===== config.mk =====
export PLATFORM = sky130hd
export DESIGN_NAME = pwm_timer_top
export DESIGN_NICKNAME = d
export VERILOG_FILES = /design/src/rtl/pwmt_pkg.sv /design/src/rtl/pwmt_counter.sv /design/src/rtl/pwmt_channel.sv /design/src/rtl/pwmt_regif.sv /design/src/rtl/pwm_timer_top.sv
export SDC_FILE = /design/constraint.sdc
export NUM_CORES = 1
export LEC_CHECK = 0
export BUFFER_PORTS_ARGS = -buffer_cell sky130_fd_sc_hd__buf_4
export CAP_MARGIN = 10
export CORE_UTILIZATION = 50
export CTS_CLUSTER_DIAMETER = 120
export CTS_CLUSTER_SIZE = 12
export DETAILED_ROUTE_END_ITERATION = 8
export PLACE_DENSITY = 0.65
export SYNTH_ARGS = -nofsm -noshare
export SYNTH_HDL_FRONTEND = slang
export SYNTH_SLANG_ARGS = --single-unit

===== constraint.sdc =====
create_clock -name clk -period 8.7 [get_ports clk]
set_input_delay 1.305 -clock clk [delete_from_list [all_inputs] [get_ports clk]]
set_output_delay 1.305 -clock clk [all_outputs]
set_load 0.05 [all_outputs]

===== src/rtl/pwmt_pkg.sv =====
package pwmt_pkg;
  localparam int unsigned MAX_CH = 4;
  localparam int unsigned AW     = 4;

  localparam logic [AW-1:0] ADR_GCTL = 4'd0;
  localparam logic [AW-1:0] ADR_PER  = 4'd1;
  localparam logic [AW-1:0] ADR_NCH  = 4'd2;
  localparam int unsigned   ADR_CH0  = 8;

  localparam logic [1:0] MODE_EDGE_PWM = 2'b10;
  localparam logic [1:0] POL_NORMAL    = 2'b10;
  localparam logic [1:0] POL_INVERT    = 2'b01;

  typedef struct packed {
    logic [1:0] pol;
    logic [1:0] mode;
  } ch_cfg_t;
endpackage


===== src/rtl/pwmt_counter.sv =====
module pwmt_counter #(
  parameter int unsigned CW = 16
) (
  input  logic          clk,
  input  logic          rst_n,
  input  logic          run,
  input  logic [CW-1:0] per_shadow,
  output logic [CW-1:0] cnt_o,
  output logic          load_o
);
  logic [CW-1:0] cnt_q, cnt_d;
  logic [CW-1:0] per_q, per_d;
  logic          wrap;

  always_comb begin
    wrap   = run && (cnt_q == per_q);
    load_o = !run || wrap;
    cnt_d  = load_o ? '0 : cnt_q + 1'b1;
    per_d  = load_o ? per_shadow : per_q;
  end

  always_ff @(posedge clk or negedge rst_n) begin
    if (!rst_n) begin
      cnt_q <= '0;
      per_q <= '0;
    end else begin
      cnt_q <= cnt_d;
      per_q <= per_d;
    end
  end

  assign cnt_o = cnt_q;


  cnt_in_range_chk: assert property (@(posedge clk) disable iff (!rst_n)
    cnt_q <= per_q);

  wrap_to_zero_chk: assert property (@(posedge clk) disable iff (!rst_n)
    (run && cnt_q == per_q) |=> (cnt_q == '0));

  stop_clears_chk: assert property (@(posedge clk) disable iff (!rst_n)
    !run |=> (cnt_q == '0));
endmodule


===== src/rtl/pwmt_channel.sv =====
module pwmt_channel
  import pwmt_pkg::*;
#(
  parameter int unsigned CW = 16
) (
  input  logic          clk,
  input  logic          rst_n,
  input  logic          run,
  input  logic          center,
  input  logic [CW-1:0] cnt,
  input  logic          load,
  input  logic          cfg_we,
  input  ch_cfg_t       cfg_wdata,
  input  logic          flag_clr,
  input  logic          cmp_we,
  input  logic [CW-1:0] cmp_wdata,
  output ch_cfg_t       cfg_o,
  output logic [CW-1:0] cmp_o,
  output logic          flag_o,
  output logic          pwm_o
);
  ch_cfg_t       cfg_q, cfg_d;
  logic [CW-1:0] cmp_sh_q, cmp_sh_d;
  logic [CW-1:0] cmp_act_q, cmp_act_d;
  logic          flag_q, flag_d;
  logic          out_q, out_d;
  logic          active, hit, level;

  always_comb begin
    active = !center && (cfg_q.mode == MODE_EDGE_PWM) &&
             ((cfg_q.pol == POL_NORMAL) || (cfg_q.pol == POL_INVERT));
    hit    = run && (cnt == cmp_act_q);
    level  = run ? (cnt < cmp_act_q) : 1'b1;
    out_d  = active && ((cfg_q.pol == POL_NORMAL) ? level : !level);

    cfg_d     = cfg_we ? cfg_wdata : cfg_q;
    cmp_sh_d  = cmp_we ? cmp_wdata : cmp_sh_q;
    cmp_act_d = load ? cmp_sh_q : cmp_act_q;

    if (hit)           flag_d = 1'b1;
    else if (flag_clr) flag_d = 1'b0;
    else               flag_d = flag_q;
  end

  always_ff @(posedge clk or negedge rst_n) begin
    if (!rst_n) begin
      cfg_q     <= '0;
      cmp_sh_q  <= '0;
      cmp_act_q <= '0;
      flag_q    <= 1'b0;
      out_q     <= 1'b0;
    end else begin
      cfg_q     <= cfg_d;
      cmp_sh_q  <= cmp_sh_d;
      cmp_act_q <= cmp_act_d;
      flag_q    <= flag_d;
      out_q     <= out_d;
    end
  end

  assign cfg_o  = cfg_q;
  assign cmp_o  = cmp_sh_q;
  assign flag_o = flag_q;
  assign pwm_o  = out_q;


  match_sets_flag_chk: assert property (@(posedge clk) disable iff (!rst_n)
    (run && cnt == cmp_act_q) |=> flag_q);

  inactive_low_chk: assert property (@(posedge clk) disable iff (!rst_n)
    !active |=> !out_q);

  cmp_held_chk: assert property (@(posedge clk) disable iff (!rst_n)
    !load |=> $stable(cmp_act_q));
endmodule


===== src/rtl/pwmt_regif.sv =====
module pwmt_regif
  import pwmt_pkg::*;
#(
  parameter int unsigned NUM_CH = 4,
  parameter int unsigned CW     = 16,
  parameter int unsigned DW     = 32
) (
  input  logic                         clk,
  input  logic                         rst_n,
  input  logic                         wr_en,
  input  logic [AW-1:0]                addr,
  input  logic [DW-1:0]                wdata,
  output logic [DW-1:0]                rdata,
  output logic                         run,
  output logic                         center,
  output logic [CW-1:0]                per_shadow,
  output logic [NUM_CH-1:0]            cfg_we,
  output logic [NUM_CH-1:0]            cmp_we,
  output logic [NUM_CH-1:0]            flag_clr,
  input  ch_cfg_t [NUM_CH-1:0]         cfg_i,
  input  logic [NUM_CH-1:0][CW-1:0]    cmp_i,
  input  logic [NUM_CH-1:0]            flag_i
);
  logic [1:0]    cmode_q, cmode_d;
  logic          center_q, center_d;
  logic [CW-1:0] per_q, per_d;
  logic          gctl_we, per_we;

  always_comb begin
    gctl_we  = wr_en && (addr == ADR_GCTL);
    per_we   = wr_en && (addr == ADR_PER);
    cmode_d  = gctl_we ? wdata[1:0] : cmode_q;
    center_d = gctl_we ? wdata[2]   : center_q;
    per_d    = per_we  ? wdata[CW-1:0] : per_q;
  end

  always_ff @(posedge clk or negedge rst_n) begin
    if (!rst_n) begin
      cmode_q  <= '0;
      center_q <= 1'b0;
      per_q    <= '0;
    end else begin
      cmode_q  <= cmode_d;
      center_q <= center_d;
      per_q    <= per_d;
    end
  end

  for (genvar i = 0; i < NUM_CH; i++) begin : g_dec
    localparam logic [AW-1:0] A_CTL = AW'(ADR_CH0 + 2 * i);
    localparam logic [AW-1:0] A_CMP = AW'(ADR_CH0 + 2 * i + 1);
    assign cfg_we[i]   = wr_en && (addr == A_CTL);
    assign flag_clr[i] = wr_en && (addr == A_CTL) && wdata[0];
    assign cmp_we[i]   = wr_en && (addr == A_CMP);
  end

  always_comb begin
    rdata = '0;
    if (addr == ADR_GCTL)      rdata[2:0] = {center_q, cmode_q};
    else if (addr == ADR_PER)  rdata[CW-1:0] = per_q;
    else if (addr == ADR_NCH)  rdata = DW'(NUM_CH);
    else begin
      for (int i = 0; i < NUM_CH; i++) begin
        if (addr == AW'(ADR_CH0 + 2 * i))     rdata[4:0]    = {cfg_i[i], flag_i[i]};
        if (addr == AW'(ADR_CH0 + 2 * i + 1)) rdata[CW-1:0] = cmp_i[i];
      end
    end
  end

  assign run        = |cmode_q;
  assign center     = center_q;
  assign per_shadow = per_q;


  mode_write_chk: assert property (@(posedge clk) disable iff (!rst_n)
    (wr_en && addr == ADR_GCTL) |=> (run == (|$past(wdata[1:0]))));

  per_readback_chk: assert property (@(posedge clk) disable iff (!rst_n)
    (wr_en && addr == ADR_PER) |=> (per_shadow == $past(wdata[CW-1:0])));
endmodule


===== src/rtl/pwm_timer_top.sv =====
module pwm_timer_top
  import pwmt_pkg::*;
#(
  parameter int unsigned NUM_CH = 4,
  parameter int unsigned CW     = 16,
  parameter int unsigned DW     = 32
) (
  input  logic              clk,
  input  logic              rst_n,
  input  logic              bus_wr,
  input  logic [3:0]        bus_addr,
  input  logic [DW-1:0]     bus_wdata,
  output logic [DW-1:0]     bus_rdata,
  output logic [NUM_CH-1:0] pwm_out
);
  logic [1:0] rst_sync_q;
  logic       rst_core_n;

  always_ff @(posedge clk or negedge rst_n) begin
    if (!rst_n) rst_sync_q <= '0;
    else        rst_sync_q <= {rst_sync_q[0], 1'b1};
  end
  assign rst_core_n = rst_sync_q[1];

  logic                      run, center, load;
  logic [CW-1:0]             per_shadow, cnt;
  logic [NUM_CH-1:0]         cfg_we, cmp_we, flag_clr, flag;
  ch_cfg_t [NUM_CH-1:0]      cfg;
  logic [NUM_CH-1:0][CW-1:0] cmp;

  pwmt_regif #(.NUM_CH(NUM_CH), .CW(CW), .DW(DW)) u_regif (
    .clk        (clk),
    .rst_n      (rst_core_n),
    .wr_en      (bus_wr),
    .addr       (bus_addr),
    .wdata      (bus_wdata),
    .rdata      (bus_rdata),
    .run        (run),
    .center     (center),
    .per_shadow (per_shadow),
    .cfg_we     (cfg_we),
    .cmp_we     (cmp_we),
    .flag_clr   (flag_clr),
    .cfg_i      (cfg),
    .cmp_i      (cmp),
    .flag_i     (flag)
  );

  pwmt_counter #(.CW(CW)) u_cnt (
    .clk        (clk),
    .rst_n      (rst_core_n),
    .run        (run),
    .per_shadow (per_shadow),
    .cnt_o      (cnt),
    .load_o     (load)
  );

  for (genvar i = 0; i < NUM_CH; i++) begin : g_ch
    pwmt_channel #(.CW(CW)) u_ch (
      .clk       (clk),
      .rst_n     (rst_core_n),
      .run       (run),
      .center    (center),
      .cnt       (cnt),
      .load      (load),
      .cfg_we    (cfg_we[i]),
      .cfg_wdata (ch_cfg_t'(bus_wdata[4:1])),
      .flag_clr  (flag_clr[i]),
      .cmp_we    (cmp_we[i]),
      .cmp_wdata (bus_wdata[CW-1:0]),
      .cfg_o     (cfg[i]),
      .cmp_o     (cmp[i]),
      .flag_o    (flag[i]),
      .pwm_o     (pwm_out[i])
    );
  end


  reset_quiet_chk: assert property (@(posedge clk)
    !rst_core_n |=> (pwm_out == '0));
endmodule


Yosys cells after proc, flatten, opt, wreduce, memory -nomap -nowiden
Cells that the tools add are included.
Word-level totals
  flip-flop bits (word level): 205
  input bits: 39
  output and inout bits: 36
  word-level logic and storage cells: 142
Operators by class
  add/subtract/negate cells: 1
  magnitude comparators: 4
  equal/unequal tests: 27
  multiplexer cells: 32
  reduce and logical (&&, ||, !) cells: 48
Operator list (count)
  two-way mux 16 bit: 10
  == test 16 bit: 5
  < comparator 16 bit: 4
  == test 4 bit, second input constant: 8
  logical AND 1 bit: 31
  two-way mux 5 bit: 4
  adder 16 x 1 -> 16 bit, second input constant: 1
  == test 2 bit, second input constant: 8
  two-way mux 1 bit: 16
  two-way mux 13 bit: 1
  == test 2 x 1 -> 1 bit, second input constant: 4
  nonzero test 2 bit: 4
  zero test 1 bit: 6
  logical OR 1 bit: 5
  == test 4 x 1 -> 1 bit, second input constant: 1
  == test 4 x 2 -> 1 bit, second input constant: 1
  zero test 4 bit: 1
  two-way mux 3 bit: 1
  OR reduction 2 bit: 1

Logic depth before layout (Yosys ltp)
Gate-level depths: netlist of the first run.
  word-level depth: 15
  gate-level depth with buffers: 8
  gate-level depth less buffers: 7

Hierarchy
From an unflattened synthesis of the first run, not the netlist that was laid out.
Second synthesis, totals
  cell total of the unflattened synthesis: 971
  area total of the unflattened synthesis: 10797.9 um^2
Modules (own cells, without submodules)
  pwmt_channel: instances 4, cells an instance 164, area each 1846.8 um^2
  pwmt_regif: instances 1, cells an instance 185, area each 1836.8 um^2
  pwmt_counter: instances 1, cells an instance 127, area each 1520.2 um^2
  pwm_timer_top: instances 1, cells an instance 3, area each 53.8 um^2

Worst setup path before layout of the first run
Ideal clock, no wire load.
  path kind: input -> output
  from: input port bus_addr[1]
  to: output port bus_rdata[2]
  arrival: 3476 ps
  required time: 7395 ps
  path slack: 3919 ps
  stages on the path: 7
  path buffers: 2
  cell sequence: buf_2 buf_1 mux2i_1 o2bb2ai_1 mux2_2 nand2_1 a222oi_1
On the way
  longest elaborated chain between the ends: 15
RTL lines
  start, declared: line pwm_timer_top.sv:11  | input logic [3:0] bus_addr,
  == test 4 bit: line pwmt_regif.sv:64  | if (addr == AW'(ADR_CH0 + 2 * i)) rdata[4:0] = {cfg_i[i], flag_i[i]};
  two-way mux 5 bit: line pwmt_regif.sv:64
  two-way mux 16 bit: line pwmt_regif.sv:65  | if (addr == AW'(ADR_CH0 + 2 * i + 1)) rdata[CW-1:0] = cmp_i[i];
  two-way mux 16 bit: line pwmt_regif.sv:61  | else if (addr == ADR_NCH) rdata = DW'(NUM_CH);
  two-way mux 16 bit: line pwmt_regif.sv:60  | else if (addr == ADR_PER) rdata[CW-1:0] = per_q;
  two-way mux 16 bit: line pwmt_regif.sv:59  | if (addr == ADR_GCTL) rdata[2:0] = {center_q, cmode_q};
  two-way mux 5 bit: line pwmt_regif.sv:64
  two-way mux 16 bit: line pwmt_regif.sv:65
  two-way mux 5 bit: line pwmt_regif.sv:64
  two-way mux 16 bit: line pwmt_regif.sv:65
  two-way mux 5 bit: line pwmt_regif.sv:64
  two-way mux 16 bit: line pwmt_regif.sv:65
  two-way mux 16 bit: line pwmt_regif.sv:61
  two-way mux 16 bit: line pwmt_regif.sv:60
  two-way mux 3 bit *: line pwmt_regif.sv:59
  end, declared: line pwm_timer_top.sv:13  | output logic [DW-1:0] bus_rdata,
Every way passes the cells marked *; elsewhere a longest branch is shown, timed or not. The select of a mux whose other input is x is not followed.

Worst setup path in the final report of the first run
  from: input port bus_addr[1]
  to: output port bus_rdata[15]
On the way
  longest elaborated chain between the ends: 11
RTL lines (line)
  == test 4 bit: pwmt_regif.sv:65
  two-way mux 16 bit: pwmt_regif.sv:65
  two-way mux 16 bit: pwmt_regif.sv:61
  two-way mux 16 bit: pwmt_regif.sv:60
  two-way mux 16 bit: pwmt_regif.sv:59
  two-way mux 16 bit (3 in series): pwmt_regif.sv:65
  two-way mux 16 bit: pwmt_regif.sv:61
  two-way mux 16 bit: pwmt_regif.sv:60
  two-way mux 13 bit *: pwmt_regif.sv:59
Marked as above.

==> results.md, run 1 <==
* Status: complete, no violations
* Worst Path Max Fanout at 36
* CTS tree: yes
* Logic gate share of total power at between 30% and 40%
* Met3 Resource Use GR at slightly above 4%
* DRT iter0 DRCs at between 500 and 600
* All-Layer GR Usage at about a quarter
* Worst Path Arrival at 3.43 ns
* Share of post-route cells with drive strength above 1 at between 20% and 30%
* Number of gates resized after CTS at 0
* CP required at 7.39 ns
* # hold bufs at CTS at 0
* M1 GR Usage at 36.2%
* Die ar. at roughly 0.022 mm²
* Number of global-route vias before repair at 7177
* Avg Cell Area, Syn at about 12 µm²
* HP Class: reg2reg
* Die height at 148 µm
* Max IR drop VDD at 139 µV
* Sw Share at 33.4%
* Cell internal pwr at around 2.2 mW
* Initial antenna violation count at 0
* Slew Viols, Final at 0
* Critical R2R Launch: u_cnt.cnt_o[7]$_DFF_PN0_
* Max-slew headroom at between 30% and 40%
* Root Driver: clkbuf_16
* Wire per inst at 21.6 µm
* Final setup margin at about 4.0 ns
* Clock power share at between 20% and 30%
* Pre-CTS WS at between 3 and 4 ns
* CP max stage cell: nand3_1
* Syn Std Cell Area at about 0.011 mm²
* Routed Antenna Nets at 0
* Cells on worst reg2reg path at 7
* Hold Violations, Final at 0
* Worst reg2reg path endpoint: u_cnt.per_q[12]$_DFFE_PN0N_
* Fmax at between 200 and 250 MHz
* Highest-count cells in the layout ignoring fill and taps: dfrtp_1 (204), mux2_2 (158), inv_1 (88), ha_1 (69), o21ai_0 (54)
* Final Setup Violations at 0
* NetSw at 1.08 mW
* Netlist cell types at between 50 and 60
* Worst-Skew Late Latency at ~0.50 ns
* # DRC at 0
* GRT busiest layer: met2
* Worst Hold Depth at 0
* CP Class: in2out
* CTS clk-pin slew, worst paths at 0.06 ns
* Post-Route WL at around 27 mm
* Sequential fraction of the synthesis area at 47.8%
* HPWL Detailed at about 19 mm
* Port Buffers at 42
* Initial core utilization at roughly half
* DR vias at around 7300
* Top_reg_cell synth: dfrtp_1
* PwrDens at 277 mW/mm²
* Synth Warn # at 0
* I/O pin total at between 70 and 80
* Most common cell after layout, fill and taps aside: dfrtp_1
* Setup TNS at 0 ns
* Hold worst-path end: rst_sync_q[1]$_DFF_PN0_
* H-tree levels at 1
* Hold Crit Start: rst_sync_q[0]$_DFF_PN0_
* First-pass GRT wire length at 42.0 mm
* Clk buf depth at 3
* Post-layout min period at around 4.7 ns
* Slowest stage delay, CP at between 0.5 and 0.6 ns
* N_diodes at 0
* Worst setup SP type: primary input
* Row cnt at 53
* Drt via density at roughly 5.9
* Post-CTS setup buffers at 0
* Lkg Pwr at between 5 and 6 nW
* Max-cap viol count at 0
* GRT overflow at 0
* Largest net degree at the start of global routing at 75
* Final nets at 1070
* Core ar. at between 0.02 and 0.025 mm²
* Clk_skew at 0.0124 ns
* TritonCTS Buffers at 21
* Post-Syn Instances at around 930
* Flops & latches, synth at just over 200
* Slew @ Worst Pin at just over 1 ns
* Layout fillers at 1803
* FF-to-FF setup slack at between 5 and 6 ns
* Post-synth EDFFs at 0
* Share of power burned in registers at between 40% and 50%
* P&R area growth vs syn at 9.26%
* Crit path top cell by count: buf_4
* Synth async-reset ratio at 100%
* CTS Sinks at 205
* Die width at about 150 µm
* Final worst-path cycle share at between 50% and 60%
* Critical Path End Type: output pin
* GR Util met2 at 39.2%
* RSZ-0062 raised after global routing: no
* CP Cell Sequence: buf_4, nor2b_1, nand3_1, o221ai_1, o21ai_0, buf_4
* Drt pass-1 iters at 5
* GPL Wtd Cong at a little under 0.9
==> synthesized netlist by cell type, types with 3 or more instances <==
cell type,instances,share of area (%)
a211oi_1,7,0.49
a21o_1,7,0.49
a21oi_1,15,0.70
a22oi_1,14,0.98
and2_1,4,0.23
and3_1,4,0.23
and4_1,6,0.49
buf_1,5,0.17
buf_2,4,0.19
buf_4,20,1.4
buf_6,7,0.73
clkbuf_1,23,0.80
dfrtp_1,205,48
ha_1,69,8.0
inv_1,88,3.1
mux2_2,158,17
mux2i_1,13,1.2
mux4_2,4,0.84
nand2_1,43,1.5
nand2b_1,4,0.23
nand3_1,19,0.89
nand4_1,21,1.2
nor2_1,19,0.66
nor2b_1,5,0.29
nor3_1,22,1.0
o211ai_1,4,0.28
o21a_1,4,0.28
o21ai_0,54,2.5
o21bai_1,3,0.21
o221ai_1,11,0.90
o22ai_1,3,0.17
or3_1,4,0.23
xnor2_1,19,1.6
xor2_1,11,0.90
==> metal layers <==
metal,share of wire (%),up-vias
met5,0,-
met4,3.2,0
met3,5.9,47
met2,46,224
met1,45,3680
li1,-,3338
==> sequential cells by signal (all words and copies together) (netlist names), 2 cells and up <==
name	cells
g_ch.u_ch.cfg_o	16
g_ch.u_ch.pwm_o	4
u_cnt.per_q	16
u_regif.per_shadow	16
g_ch.u_ch.cmp_act_q	64
rst_sync_q	2
u_regif.cmode_q	2
g_ch.u_ch.cmp_o	64
g_ch.u_ch.flag_o	4
u_cnt.cnt_o	16
==> worst max-delay path by stage <==
stage	startpoint	endpoint	slack, ns
2_1_floorplan	rst_sync_q[1]$_DFF_PN0_	g_ch[0].u_ch.cfg_o[0]$_DFFE_PN0P_	2.56
3_3_place_gp	bus_addr[1]	bus_rdata[15]	4.03
3_5_place_dp	bus_addr[1]	bus_rdata[15]	4.00
4_1_cts	bus_addr[1]	bus_rdata[15]	3.99
5_1_grt	bus_addr[1]	bus_rdata[15]	3.89
6_report	bus_addr[1]	bus_rdata[15]	3.96
==> final cells by class <==
cell class / instances / area, µm² / share of cell area [%]
clock buffer: 23 / 533 / 4.55
clock inverter: 1 / 11.3 / 0.0961
inverter: 88 / 330 / 2.82
multi-input combinational: 595 / 4990 / 42.5
sequential: 205 / 5130 / 43.8
tap: 275 / 344 / 2.94
timing repair buffer: 51 / 383 / 3.27
==> critical path: cells and delay by family <==
family,cells,cell delay (ns)
AOI/OAI and AO/OA,2,0.73
buffers and inverters,2,0.69
and+or+nand+nor,2,0.69
==> power groups by stage <==
stage / registers, mW / logic [mW] / clock network [mW]
after floorplan: 1.42 / 0.784 / 0
after global placement: 1.49 / 0.945 / 0
after detailed placement: 1.50 / 0.971 / 0
after CTS: 1.48 / 0.976 / 0.805
after global routing: 1.52 / 1.09 / 0.834
final: 1.48 / 0.973 / 0.793
==> cell families (layout without fill, tap and decap cells) <==
group,after synthesis,in the layout,synth area share (%)
buffers and inverters,147,163,6.38
AND/OR/NAND/NOR,160,160,7.79
flip-flops,205,205,47.8
AO/OA/AOI/OAI,144,144,8.81
multiplexers,175,175,18.6
other,2,17,0.0700
adder cells (fa/ha/maj),69,69,8.05
XOR/XNOR,30,30,2.45
==> through the flow <==
step | power (mW) | area (µm²) | util [%] | std cells | hold WS [ns]
floorplan | 2.20 | 10800 | - | 947 | 0.331
global placement | 2.43 | 11200 | 53.2 | 1214 | 0.335
detailed placement | 2.47 | 11200 | 53.2 | 1214 | 0.358
CTS | 3.26 | 11700 | 55.8 | 1238 | 0.372
global route | 3.44 | 11700 | 55.8 | 1238 | 0.372
finish | 3.25 | 11700 | 55.8 | 1238 | 0.369
Note: power is estimated with default switching activity, not from simulation.
==> run 2, diff against run 1 <==
--- a/config.mk
+++ b/config.mk
@@ -11,7 +11,7 @@
 export CTS_CLUSTER_DIAMETER = 120
 export CTS_CLUSTER_SIZE = 12
 export DETAILED_ROUTE_END_ITERATION = 8
-export PLACE_DENSITY = 0.65
+export PLACE_DENSITY = 0.68
 export SYNTH_ARGS = -nofsm -noshare
 export SYNTH_HDL_FRONTEND = slang
 export SYNTH_SLANG_ARGS = --single-unit
==> constraint.sdc (replaced) <==
create_clock -name clk -period 4.1 [get_ports clk]
set_input_delay 0.615 -clock clk [delete_from_list [all_inputs] [get_ports clk]]
set_output_delay 0.615 -clock clk [all_outputs]
set_load 0.05 [all_outputs]
==> run 2 against run 1 <==
Against the previous run:
- wire length fell by 0.51%
- combinational power rose by 120%
- via count fell by 0.14%
- largest power group unchanged
- power rose by 110%
- register-to-register slack got worse by 4.2 ns
==> results.md, run 2 (synthesis results as in run 1) <==
* Status: complete, no violations (unchanged)
* Initial core utilization at 51.0% (unchanged)
* TritonCTS Buffers at 21 (unchanged)
* Post-Route WL at 26.6 mm (was 26.7 mm)
* CTS Sinks at 205 (unchanged)
* HPWL Detailed at 18.9 mm (was 18.6 mm)
* Max-cap viol count at 0 (unchanged)
* Max-slew headroom at 32.5% (was 30.8%)
* Clk_skew at 0.0143 ns (was 0.0124 ns)
* RSZ-0062 raised after global routing: no (unchanged)
* CP max stage cell: nor3_2 (was nand3_1)
* Slew Viols, Final at 0 (unchanged)
* DR vias at 7279 (was 7289)
* # hold bufs at CTS at 1 (was 0)
* Share of post-route cells with drive strength above 1 at 25.6% (was 25.2%)
* Worst Path Max Fanout at 28 (was 36)
* Worst setup SP type: primary input (unchanged)
* Highest-count cells in the layout ignoring fill and taps: dfrtp_1 (204), mux2_2 (158), inv_1 (88), ha_1 (69) (was dfrtp_1 (204), mux2_2 (158), inv_1 (88), ha_1 (69), o21ai_0 (54))
* PwrDens at 590 mW/mm² (was 277 mW/mm²)
* Hold Violations, Final at 0 (unchanged)
* DRT iter0 DRCs at 473 (was 515)
* Die width at 148 µm (unchanged)
* Wire per inst at 21.3 µm (was 21.6 µm)
* Crit path top cell by count: buf_4 (unchanged)
* P&R area growth vs syn at 9.88% (was 9.26%)
* Port Buffers at 42 (unchanged)
* Max IR drop VDD at 393 µV (was 139 µV)
* Lkg Pwr at 5.50 nW (was 5.47 nW)
* Clk buf depth at 3 (unchanged)
* HP Class: reg2async (was reg2reg)
* GRT overflow at 0 (unchanged)
* Number of global-route vias before repair at 7311 (was 7177)
* Layout fillers at 1774 (was 1803)
* Pre-CTS WS at 0.812 ns (was 4.00 ns)
* Setup TNS at 0 ns (unchanged)
* CTS clk-pin slew, worst paths at 0.06 ns (about the same)
* Die ar. at 0.0220 mm² (unchanged)
* Multi-input gate area in the final layout at 0.00498 mm² (was 0.00499 mm²)
* Die height at 148 µm (unchanged)
* Number of gates resized after CTS at 0 (unchanged)
* First-pass GRT wire length at 42.1 mm (was 42.0 mm)
* I/O pin total at 75 (unchanged)
* CTS tree: yes (unchanged)
* Final Util at 56.1% (was 55.8%)
* All-Layer GR Usage at 25.0% (was 25.5%)
* Drt pass-1 iters at 5 (unchanged)
* Most common cell after layout, fill and taps aside: dfrtp_1 (unchanged)
* CP Class: in2out (unchanged)
* Core ar. at 0.0210 mm² (unchanged)
* Final nets at 1076 (was 1070)
* Drt via density at 5.85 (was 5.89)
* Worst-Skew Late Latency at 0.50 ns (about the same)
* Cells on worst reg2reg path at 7 (unchanged)
* Initial antenna violation count at 0 (unchanged)
* Worst Path Arrival at 2.61 ns (was 3.43 ns)
* Final Setup Violations at 0 (unchanged)
* Slew @ Worst Pin at 1.01 ns (was 1.04 ns)
* Post-CTS setup buffers at 0 (unchanged)
* Post-layout min period at ~3.2 ns
* H-tree levels at 1 (unchanged)
* GPL Wtd Cong at 0.881 (was 0.867)
* Largest net degree at the start of global routing at 124 (was 75)
* CP Cell Sequence: buf_4, nand2b_1, nor3_2, buf_4, a22oi_1, o21ai_0, buf_4 (was buf_4, nor2b_1, nand3_1, o221ai_1, o21ai_0, buf_4)
* N_diodes at 0 (unchanged)
* # DRC at 0 (unchanged)
* Row cnt at 53 (unchanged)
* Slowest stage delay, CP at 0.71 ns (was 0.53 ns)
* Critical Path End Type: output pin (unchanged)
* Fmax at approximately 310 MHz
* CP required at 3.48 ns (was 7.39 ns)
* Smallest hold slack at 0.239 ns (was 0.369 ns)
* Final worst-path cycle share at 78.8%
* Register area at 0.00513 mm² (unchanged)
* Final setup margin at 0.871 ns (was 3.96 ns)
* Root Driver: clkbuf_16 (unchanged)
* Routed Antenna Nets at 0 (unchanged)
run 2: cell count changes in the layout (fill, tap and decap cells not counted), sizes merged:
cell         before  now
dlygate4sd3       0    1
buf              51   56
run 2: stage by stage:
stage	area (µm²)	instances	power [mW]
3_5_place_dp	11200	1219	5.29
2_1_floorplan	10800	947	4.67
5_1_grt	11800	1244	7.36
6_report	11800	1244	6.95
4_1_cts	11800	1244	6.98
3_3_place_gp	11200	1219	5.21
run 2: where the power goes:
group	internal, mW	switching, mW
Clock	0.914	0.757
Combinational	1.02	1.12
Sequential	2.68	0.464
Total	4.61	2.34
run 2: final timing paths:
path | slack, ns | start | to
min in group clk | 0.35 | rst_sync_q[0]$_DFF_PN0_ | rst_sync_q[1]$_DFF_PN0_
worst min-delay path | 0.24 | rst_sync_q[1]$_DFF_PN0_ | g_ch[3].u_ch.cmp_o[2]$_DFFE_PN0P_
max in group asynchronous | 2.80 | rst_sync_q[1]$_DFF_PN0_ | g_ch[0].u_ch.cmp_o[2]$_DFFE_PN0P_
worst max register to register | 1.36 | u_cnt.cnt_o[6]$_DFF_PN0_ | g_ch[3].u_ch.cmp_act_q[1]$_DFFE_PN0N_
worst min register to register | 0.24 | rst_sync_q[1]$_DFF_PN0_ | g_ch[3].u_ch.cmp_o[2]$_DFFE_PN0P_
worst max-delay path | 0.87 | bus_addr[1] | bus_rdata[9]
run 2: per-layer routing:
metal / up-vias / share of wire, % / global-route usage [%]
li1: 3352 / - / -
met1: 3686 / 46 / 36.1
met2: 193 / 46 / 38.4
met3: 48 / 4.8 / 3.83
met4: 0 / 3.2 / 8.81
met5: - / 0 / 0
run 2: worst max-delay path, delay by kind of cell:
kind | cells | cell delay (ns)
and+or+nand+nor | 2 | 0.95
buffers and inverters | 3 | 0.80
AOI/OAI and AO/OA | 2 | 0.24
run 2: final cells by class:
class,instances,area share (%)
Inverter,88,2.80
Multi-Input combinational cell,595,42.2
Timing Repair Buffer,57,3.86
Tap cell,275,2.92
Clock inverter,1,0.0955
Clock buffer,23,4.52
Sequential cell,205,43.6
==> run 3, diff against run 2 <==
--- a/config.mk
+++ b/config.mk
@@ -11,7 +11,7 @@
 export CTS_CLUSTER_DIAMETER = 120
 export CTS_CLUSTER_SIZE = 12
 export DETAILED_ROUTE_END_ITERATION = 8
-export PLACE_DENSITY = 0.68
+export PLACE_DENSITY = 0.65
 export SYNTH_ARGS = -nofsm -noshare
 export SYNTH_HDL_FRONTEND = slang
 export SYNTH_SLANG_ARGS = --single-unit
==> constraint.sdc (replaced) <==
create_clock -name clk -period 3.26 [get_ports clk]
set_input_delay 0.489 -clock clk [delete_from_list [all_inputs] [get_ports clk]]
set_output_delay 0.489 -clock clk [all_outputs]
set_load 0.05 [all_outputs]
==> run 3 against run 2 <==
Against the previous run:
- cell count is 1.4% higher
- global-route usage is 0.41 points higher
- sequential cell count unchanged
- worst setup slack worse by 0.46 ns
- die area did not move
- sequential share of layout area decreased by 0.59 points
- critical path type unchanged
- non-clock buffer count is 17 higher
==> results.md, run 3 (synthesis results as in run 1) <==
* Status: complete, no violations (unchanged)
* Slew Viols, Final at 0 (unchanged)
* CP required at 2.77 ns (was 3.48 ns)
* RSZ-0062 raised after global routing: no (unchanged)
* Post-Route WL at 26.9 mm (was 26.6 mm)
* CP Class: in2out (unchanged)
* Lkg Pwr at 5.60 nW (was 5.50 nW)
* Worst Setup SP: bus_addr[1] (unchanged)
* Drt via density at 5.76 (was 5.85)
* Initial core utilization at 51.0% (unchanged)
* P&R area growth vs syn at 11.4% (was 9.88%)
* CTS clk-pin slew, worst paths at 0.06 ns (about the same)
* Top delay family on crit path: simple AND/OR/NAND/NOR gates (unchanged)
* Cells on worst reg2reg path at 6 (was 7)
* Worst Path Arrival at 2.36 ns (was 2.61 ns)
* CTS Sinks at 205 (unchanged)
* Die height at 148 µm (unchanged)
* CP Cell Sequence: buf_4, nor2b_1, nand3_1, buf_4, o221ai_1, o21ai_0, buf_4 (was buf_4, nand2b_1, nor3_2, buf_4, a22oi_1, o21ai_0, buf_4)
* HP Class: in2reg (was reg2async)
* GRT overflow at 0 (unchanged)
* Post-CTS setup buffers at 0 (unchanged)
* Crit path top cell by count: buf_4 (unchanged)
* Post-layout min period at approximately 2.8 ns
* Worst Path Max Fanout at 19 (was 28)
* Port Buffers at 42 (unchanged)
* Die ar. at 0.0220 mm² (unchanged)
* DR vias at 7268 (was 7279)
* Setup TNS at 0 ns (unchanged)
* Layout fillers at 1781 (was 1774)
* Hold Violations, Final at 0 (unchanged)
* Most common cell after layout, fill and taps aside: dfrtp_1 (unchanged)
* Stages on worst setup path at 7 (unchanged)
* I/O pin total at 75 (unchanged)
* Max-slew headroom at 41.2% (was 32.5%)
* N_diodes at 0 (unchanged)
* Row cnt at 53 (unchanged)
* All-Layer GR Usage at 25.5% (was 25.0%)
* Highest-count cells in the layout ignoring fill and taps: dfrtp_1 (204), mux2_2 (158), inv_1 (88), ha_1 (69), buf_4 (69) (was dfrtp_1 (204), mux2_2 (158), inv_1 (88), ha_1 (69))
* Slew @ Worst Pin at 0.869 ns (was 1.01 ns)
* Critical Path End Type: output pin (unchanged)
* Root Driver: clkbuf_16 (unchanged)
* DRT iter0 DRCs at 449 (was 473)
* PwrDens at 729 mW/mm² (was 590 mW/mm²)
* CP max stage cell: nand3_1 (was nor3_2)
* Worst Hold Depth at 3
* Max-cap viol count at 0 (unchanged)
* H-tree levels at 1 (unchanged)
* Worst setup SP type: primary input (unchanged)
* First-pass GRT wire length at 42.1 mm (about the same)
* Core ar. at 0.0210 mm² (unchanged)
* CTS tree: yes (unchanged)
* Hold Crit Start: bus_wdata[10]
* Number of global-route vias before repair at 7179 (was 7311)
* HPWL Detailed at 19.2 mm (was 18.9 mm)
* Clk_skew at 0.0201 ns (was 0.0143 ns)
* Final nets at 1093 (was 1076)
* Finished Cell Area at 0.0119 mm² (was 0.0118 mm²)
* Final Setup Violations at 0 (unchanged)
* Share of post-route cells with drive strength above 1 at 27.0% (was 25.6%)
* Critical R2R Launch: u_cnt.cnt_o[10]$_DFF_PN0_ (was u_cnt.cnt_o[6]$_DFF_PN0_)
* GPL Wtd Cong at 0.867 (was 0.881)
* TritonCTS Buffers at 21 (unchanged)
* Routed Antenna Nets at 0 (unchanged)
* Wire per inst at 21.3 µm (about the same)
* Initial antenna violation count at 0 (unchanged)
* Worst-Skew Late Latency at 0.51 ns (was 0.50 ns)
* Clk buf depth at 3 (unchanged)
* Crit path buf inv count at 3 (unchanged)
* Fmax at about 350 MHz
* # DRC at 0 (unchanged)
* Final worst-path cycle share at 87.3%
* Slowest stage delay, CP at 0.50 ns (was 0.71 ns)
* Drt pass-1 iters at 4 (was 5)
* Placed inst area at 0.0114 mm² (was 0.0112 mm²)
* Die width at 148 µm (unchanged)
* Max IR drop VDD at 493 µV (was 393 µV)
* Largest net degree at the start of global routing at 76 (was 124)
run 3: worst paths after layout:
kind                                                       to  slack, ns
max in group asynchronous            u_cnt.cnt_o[3]$_DFF_PN0_       2.08
min in group asynchronous             rst_sync_q[1]$_DFF_PN0_       0.33
min reg2reg                 g_ch[2].u_ch.cfg_o[2]$_DFFE_PN0P_       0.34
min                        g_ch[1].u_ch.cmp_o[10]$_DFFE_PN0P_       0.23
max                                             bus_rdata[12]       0.42
max reg2reg                      g_ch[1].u_ch.pwm_o$_DFF_PN0_       0.69
run 3: through the flow:
step                      util (%)  worst slack [ns]  power (mW)  cells  hold WS (ns)
after CTS                     56.8             0.460        8.77   1262         0.214
after global placement        54.2             0.415        6.55   1236         0.272
after detailed placement      54.2             0.471        6.64   1236         0.272
final                         56.8             0.415        8.71   1262         0.225
after floorplan                  -             0.111        5.88    947         0.193
after global routing          56.8             0.300        9.25   1262         0.241
run 3: repair_timing:
| action | CTS | global route |
|---|---|---|
| hold buffers | 1 | 0 |
| hold endpoints to repair | 2 | 0 |
| gates resized for setup | 0 | 0 |
run 3: cell type report:
cell class / count / area [µm²] / share of cell area [%]
Sequential cell: 205 / 5130 / 43.0
Multi-Input combinational cell: 595 / 4980 / 41.7
Timing Repair Buffer: 74 / 608 / 5.09
Clock buffer: 23 / 533 / 4.46
Tap cell: 275 / 344 / 2.88
Inverter: 88 / 330 / 2.76
Clock inverter: 2 / 20.0 / 0.168
run 3: report_power, final:
part / internal (mW) / switching (mW) / total (mW) / leakage (nW)
clock: 1.16 / 0.953 / 2.11 / 0.272
sequential: 3.37 / 0.552 / 3.92 / 2.54
combinational: 1.30 / 1.38 / 2.68 / 2.79
total: 5.82 / 2.89 / 8.71 / 5.60
run 3: layer usage:
layer,up-vias,part of all wire (%),track usage [%]
li1,3396,-,-
met1,3646,46,36.5
met2,182,47,40.3
met3,44,5.1,3.28
met4,0,2.5,7.53
met5,-,0,0
run 3: worst min-delay path: cells and delay by family:
| family | cells | cell delay (ns) |
|---|---|---|
| buffers and inverters | 1 | 0.10 |
| AOI/OAI and AO/OA | 1 | 0.06 |
| and+or+nand+nor | 1 | 0.04 |
